==> config.mk <==
export PLATFORM = sky130hd
export DESIGN_NAME = rdp_cs_top
export DESIGN_NICKNAME = d
export VERILOG_FILES = /design/src/rtl/rdp_pkg.sv /design/src/rtl/rdp_cs_gate.sv /design/src/rtl/rdp_out_stage.sv /design/src/rtl/rdp_cs_top.sv
export SDC_FILE = /design/constraint.sdc
export NUM_CORES = 1
export LEC_CHECK = 0
export CAP_MARGIN = 20
export CORE_ASPECT_RATIO = 0.9
export CORE_MARGIN = 1.5
export CORE_UTILIZATION = 37
export DETAILED_ROUTE_END_ITERATION = 7
export PLACE_DENSITY = 0.79
export SETUP_SLACK_MARGIN = 0.3
export SYNTH_ARGS = -nofsm -noshare
export SYNTH_HDL_FRONTEND = slang
export SYNTH_SLANG_ARGS = --single-unit
==> constraint.sdc <==
create_clock -name clk -period 2.05 [get_ports clk]
set_clock_uncertainty 0.1 [all_clocks]
set_input_delay 0.41 -clock clk [delete_from_list [all_inputs] [get_ports clk]]
set_output_delay 0.41 -clock clk [all_outputs]
set_load 0.01 [all_outputs]
==> src/rtl/rdp_pkg.sv <==
package rdp_pkg;

    typedef enum logic {
        MODE_STD  = 1'b0,
        MODE_FWFT = 1'b1
    } rdp_mode_e;

    typedef struct packed {
        logic bus_en;   // registered chip-select activity
        logic hold;     // reset override still in force
        logic rd_req;   // qualified read request this cycle
    } rdp_cs_t;

    function automatic logic cs_first_cycle(input logic cs_act, input logic bus_en_prev);
        return cs_act && !bus_en_prev;
    endfunction

endpackage

==> src/rtl/rdp_cs_gate.sv <==
module rdp_cs_gate
    import rdp_pkg::*;
(
    input  logic    clk,
    input  logic    rst,
    input  logic    cs_n,
    input  logic    ren_n,
    input  logic    oe_n,
    input  logic    rt_req,
    output rdp_cs_t cs_st,
    output logic    q_drive,
    output logic    proto_err,
    output logic    rt_grant
);
    logic bus_en_q;
    logic hold_q;
    logic err_q;
    logic rt_q;
    logic cs_act;

    assign cs_act = !cs_n;

    always_ff @(posedge clk) begin
        if (rst) begin
            bus_en_q <= 1'b0;
            hold_q   <= 1'b1;
            err_q    <= 1'b0;
            rt_q     <= 1'b0;
        end else begin
            bus_en_q <= cs_act;
            hold_q   <= 1'b0;
            err_q    <= cs_first_cycle(cs_act, bus_en_q) && !ren_n;
            rt_q     <= cs_act && rt_req;
        end
    end

    always_comb begin
        cs_st.bus_en = bus_en_q;
        cs_st.hold   = hold_q;
        cs_st.rd_req = !rst && cs_act && !ren_n && bus_en_q;
    end

    assign q_drive   = !oe_n && (rst || hold_q || bus_en_q);
    assign proto_err = err_q;
    assign rt_grant  = rt_q;

endmodule

==> src/rtl/rdp_out_stage.sv <==
module rdp_out_stage
    import rdp_pkg::*;
#(
    parameter int DW = 16
) (
    input  logic          clk,
    input  logic          rst,
    input  logic          fwft_sel,
    input  logic          rd_req,
    input  logic          store_empty,
    input  logic [DW-1:0] store_data,
    output logic          rd_strobe,
    output logic [DW-1:0] q_data,
    output logic          word_rdy,
    output rdp_mode_e     mode
);
    rdp_mode_e     mode_q;
    logic          valid_q;
    logic          rdy_q;
    logic [DW-1:0] data_q;
    logic          read_acc;
    logic          fill;

    always_comb begin
        read_acc = 1'b0;
        fill     = 1'b0;
        if (!rst) begin
            if (mode_q == MODE_FWFT) begin
                read_acc = rd_req && valid_q;
                fill     = !store_empty && (!valid_q || read_acc);
            end else begin
                read_acc = rd_req && !store_empty;
                fill     = read_acc;
            end
        end
    end

    always_ff @(posedge clk) begin
        if (rst) begin
            mode_q  <= rdp_mode_e'(fwft_sel);
            valid_q <= 1'b0;
            rdy_q   <= 1'b0;
            data_q  <= '0;
        end else begin
            if (fill) begin
                data_q <= store_data;
            end
            if (fill) begin
                valid_q <= 1'b1;
            end else if (read_acc) begin
                valid_q <= 1'b0;
            end
            rdy_q <= !store_empty;
        end
    end

    assign rd_strobe = fill;
    assign q_data    = data_q;
    assign word_rdy  = (mode_q == MODE_FWFT) ? valid_q : rdy_q;
    assign mode      = mode_q;

endmodule

==> src/rtl/rdp_cs_top.sv <==
module rdp_cs_top
    import rdp_pkg::*;
#(
    parameter int DW = 16
) (
    input  logic          clk,
    input  logic          rst,
    input  logic          cs_n,
    input  logic          ren_n,
    input  logic          oe_n,
    input  logic          fwft_sel,
    input  logic          rt_req,
    input  logic          store_empty,
    input  logic [DW-1:0] store_data,
    output logic          rd_strobe,
    output logic [DW-1:0] q_data,
    output logic          q_drive,
    output logic          word_rdy,
    output logic          proto_err,
    output logic          rt_grant
);
    rdp_cs_t   cs_st;
    rdp_mode_e mode;

    rdp_cs_gate u_gate (
        .clk       (clk),
        .rst       (rst),
        .cs_n      (cs_n),
        .ren_n     (ren_n),
        .oe_n      (oe_n),
        .rt_req    (rt_req),
        .cs_st     (cs_st),
        .q_drive   (q_drive),
        .proto_err (proto_err),
        .rt_grant  (rt_grant)
    );

    rdp_out_stage #(.DW(DW)) u_out (
        .clk         (clk),
        .rst         (rst),
        .fwft_sel    (fwft_sel),
        .rd_req      (cs_st.rd_req),
        .store_empty (store_empty),
        .store_data  (store_data),
        .rd_strobe   (rd_strobe),
        .q_data      (q_data),
        .word_rdy    (word_rdy),
        .mode        (mode)
    );

endmodule

Yosys cells after proc, flatten, opt, wreduce, memory -nomap -nowiden

Cells that the tools add are included.

Bits in registers: 23

Mux-type cells: 8
Reductions and logical operators: 21

Operators with widths:

| cell               | count |
|---|---|
| logical AND 1 bit  | 10 |
| two-way mux 1 bit  | 8 |
| zero test 1 bit    | 7 |
| logical OR 1 bit   | 3 |
| nonzero test 2 bit | 1 |

Logic depth before layout (Yosys ltp)

Depth in word-level cells: 10
Gate-level depth with buffers: 6
Gate-level depth less buffers: 3

Modules after synthesis

A second synthesis with hierarchy kept.

Cells, all modules: 73
Area, all modules: 955.9 µm²

Modules (own cells, without submodules):

| module        | instances | cells each | area an instance (µm²) | sequential area each (µm²) |
|---|---|---|---|---|
| rdp_out_stage | 1         | 61         | 812.0                  | 390.4 |
| rdp_cs_gate   | 1         | 12         | 143.9                  | 80.1 |

Worst setup path after synthesis

OpenSTA, ideal clock, no wires.

Kind: input -> output
From: input port rst
To: output port rd_strobe
Arrival: 1.194 ns
Data required time: 1.540 ns
Path slack: 0.346 ns
Stages: 5
Buffers on the path: 3
Cells stage by stage: buf_6 -> nor4b_4 -> o21a_1 -> buf_6 -> buf_12

Cells in the longest elaborated chain, start to end: 9
Elaborated cells between the ends (all ways): 10
Classes of those cells: mux: 2; reduce/logical: 8

Ends and longest elaborated chain:

| item                            | RTL line            | source |
|---|---|---|
| from (decl)                     | rdp_cs_top.sv:7     | `input logic rst,` |
| zero test 1 bit                 | rdp_cs_gate.sv:40   | `cs_st.rd_req = !rst && cs_act && !ren_n && bus_en_q;` |
| logical AND 1 bit (3 in series) | rdp_cs_gate.sv:40   |  |
| logical AND 1 bit               | rdp_out_stage.sv:29 | `read_acc = rd_req && valid_q;` |
| logical OR 1 bit                | rdp_out_stage.sv:30 | `fill = !store_empty && (!valid_q \|\| read_acc);` |
| logical AND 1 bit               | rdp_out_stage.sv:30 |  |
| two-way mux 1 bit               | rdp_out_stage.sv:28 | `if (mode_q == MODE_FWFT) begin` |
| two-way mux 1 bit *             | rdp_out_stage.sv:27 | `if (!rst) begin` |
| to (decl)                       | rdp_cs_top.sv:15    | `output logic rd_strobe,` |

Mark *: on every way between the ends. The rest lies on a longest branch, timed or not.

Worst setup path in the final report

From: register u_out.mode_q (netlist: u_out.mode)
To: output port word_rdy

Cells in the longest elaborated chain, start to end: 1

Ends and longest elaborated chain:

| item                   | RTL line            | source |
|---|---|---|
| from (decl)            | rdp_out_stage.sv:17 | `rdp_mode_e mode_q;` |
| from (signal assigned) | rdp_out_stage.sv:40 | `mode_q <= rdp_mode_e'(fwft_sel);` |
| two-way mux 1 bit      | rdp_out_stage.sv:59 | `assign word_rdy = (mode_q == MODE_FWFT) ? valid_q : rdy_q;` |
| to (decl)              | rdp_cs_top.sv:18    | `output logic word_rdy,` |

No other way between the ends.

==> out/metrics.csv <==
metric;value;unit
ys_seq_area_share;56.4;%
cp.required;1.54;ns
start_util;38.6;%
worstHoldPathType;register to register;
crit_fanout;2;
drive_gt1_share;34.8;%
synth_mux_area_share;1.35;%
period_needed;1.89;ns
first_global_vias;620;
tightest_slew;0.314;ns
numClockSinks;23;
ys_ff_latch;23;
layout_common_cells;22 x clkdlybuf4s50_1, 22 x dfxtp_1, 16 x a22o_2, 16 x dlymetal6s2s_1, 9 x buf_4;
clock_path_buffers;2;
cts_made_buffers;3;
drt-total-wl;1950;um
pre_cts_ws;-0.409;ns
maxSlewViolCount;0;
fmax;529;MHz
antenna_found_initial;0;
finalSetupViolCount;0;
synth_top_family_by_area;compound AO/OA/AOI/OAI gates;
wl_per_cell;13.7;um
die_h;48.1;um
ir_drop;0.477;mV
whs;0.389;ns
ys_warn_count;0;
global_route.usage.total;14.7;%
dp.cells;133;
syn-cell-area;835;um2
ios;45;
power.leakage;0.821;nW
finalWorstSetupSlack;0.158;ns
clkLatencyLatePin;0.29;ns
cts.clk_slew.worst_paths;0.13;ns
fp.dieArea;0.00255;mm2
place_congestion;0.742;
fp.dieW;53.1;um
synthAdderAreaFrac;0;%
drt_iter0_markers;11;
synth-simple-area-share;10.2;%
area_delta_synth_final;68.8;%
fp.coreArea;0.00216;mm2
hold_viol;0;
cts_root_buf;clkbuf_4;
synth_top_area_share;52.8;%
critPathLaunchType;register;
status;finished clean;
cp-end-kind;output pin;
synth.avg_cell_area;13.9;um2
cts_tree;yes;
fin_total_pwr;0.000877;W
synth_compound_area_share;25.2;%
worstPathArrival;1.38;ns
via_per_inst;4.87;
htreeDepth;1;
p_per_area;623;mW/mm2
slew_headroom;78.9;%
period_share;92.3;%
antenna_cells;0;
synth_cell_types;20;
syn_nets;84;
crit_type;register to output pin;
layoutNonFillerInstCount;142;
synth_top_cell_by_area;dfxtp_1;
ant_nets;0;
overflow;0;
ys_top_cells_by_area;dfxtp_1 53%, a22o_2 19%, buf_6 4.0%;
grt_max_degree;17;
rows;16;
drc;0;
grt_pass1_wl;2750;um
syn_inst;60;
cap_violations;0;
finish.net_count;140;
synth_xor_xnor_area_share;0;%
io_buffers;44;
rsz0062_at_grt;true;
dp_hpwl;1380;um
drtPass1Iterations;3;
vias;692;
path summary, 6_finish.rpt:
kind	slack [ns]	startpoint	to	cells past startpoint
worst max-delay path	0.16	u_out.mode	word_rdy	4
worst min-delay path	0.39	u_out.q_data[0]	u_out.q_data[0]	1
worst max register to register	0.48	u_out.mode	u_out.q_data[8]	5
worst min register to register	0.39	u_out.q_data[0]	u_out.q_data[0]	1
cells in the mapped netlist (all sizes together):
library cell / number
dfxtp: 22
a22o: 16
buf: 4
nor2: 3
nor2b: 2
nor3: 2
a21oi: 1
a221oi: 1
and2: 1
edfxtp: 1
inv: 1
mux2: 1
nand3: 1
nor4: 1
nor4b: 1
o21a: 1
o311a: 1
power by group:
group          total, W  switching (W)  internal [W]  leakage [nW]
logic          0.000182      0.0000645      0.000118         0.613
clock network  0.000203       0.000131     0.0000726        0.0177
registers      0.000492      0.0000142      0.000477         0.190
total          0.000877       0.000210      0.000668         0.821
state kept, by name (all words and copies together) (netlist names):
name,cells
u_gate.hold_q,1
u_gate.rt_grant,1
u_out.rdy_q,1
u_out.q_data,16
u_out.valid_q,1
u_gate.proto_err,1
u_gate.bus_en_q,1
u_out.mode,1
critical path, stage by stage (launching register included):
cell      delay (ns)
edfxtp_1        0.43
buf_4           0.15
buf_4           0.12
mux2_2          0.27
buf_6           0.12
layer usage:
layer | track usage [%] | share of wire (%)
met1 | 19.8 | 44
met2 | 25.0 | 52
met3 | 0.938 | 3.2
met4 | 6.15 | 0.97
met5 | 0 | 0
logic make-up after synthesis:
group | count (synthesis)
compound gates | 20
buf+inv | 5
flops | 23
mux | 1
simple gates | 11
per-stage QoR:
stage / setup TNS (ns) / area, um2 / utilization (%)
after floorplan: 0 / 835 / -
after detailed placement: -7.13 / 1300 / 60.1
after CTS: 0 / 1370 / 63.5
after global placement: -5.94 / 1300 / 60.1
final: 0 / 1410 / 65.2
after global routing: 0 / 1410 / 65.2
area by class of cell:
type / instances / area, um2
Clock buffer: 3 / 22.5
Clock inverter: 1 / 5.00
Fill cell: 184 / 753
Inverter: 1 / 3.75
Multi-Input combinational cell: 32 / 307
Sequential cell: 23 / 470
Tap cell: 27 / 33.8
Timing Repair Buffer: 55 / 567
repair_timing:
| item | CTS | global route |
|---|---|---|
| resized for setup | 14 | 18 |
| cloned | 0 | 0 |
| setup buffers | 4 | 1 |
| pin swaps | 3 | 0 |
| endpoints found under the setup margin | 19 | 19 |
| hold buffers | 0 | 0 |
Note: power is estimated with default switching activity, not from simulation.
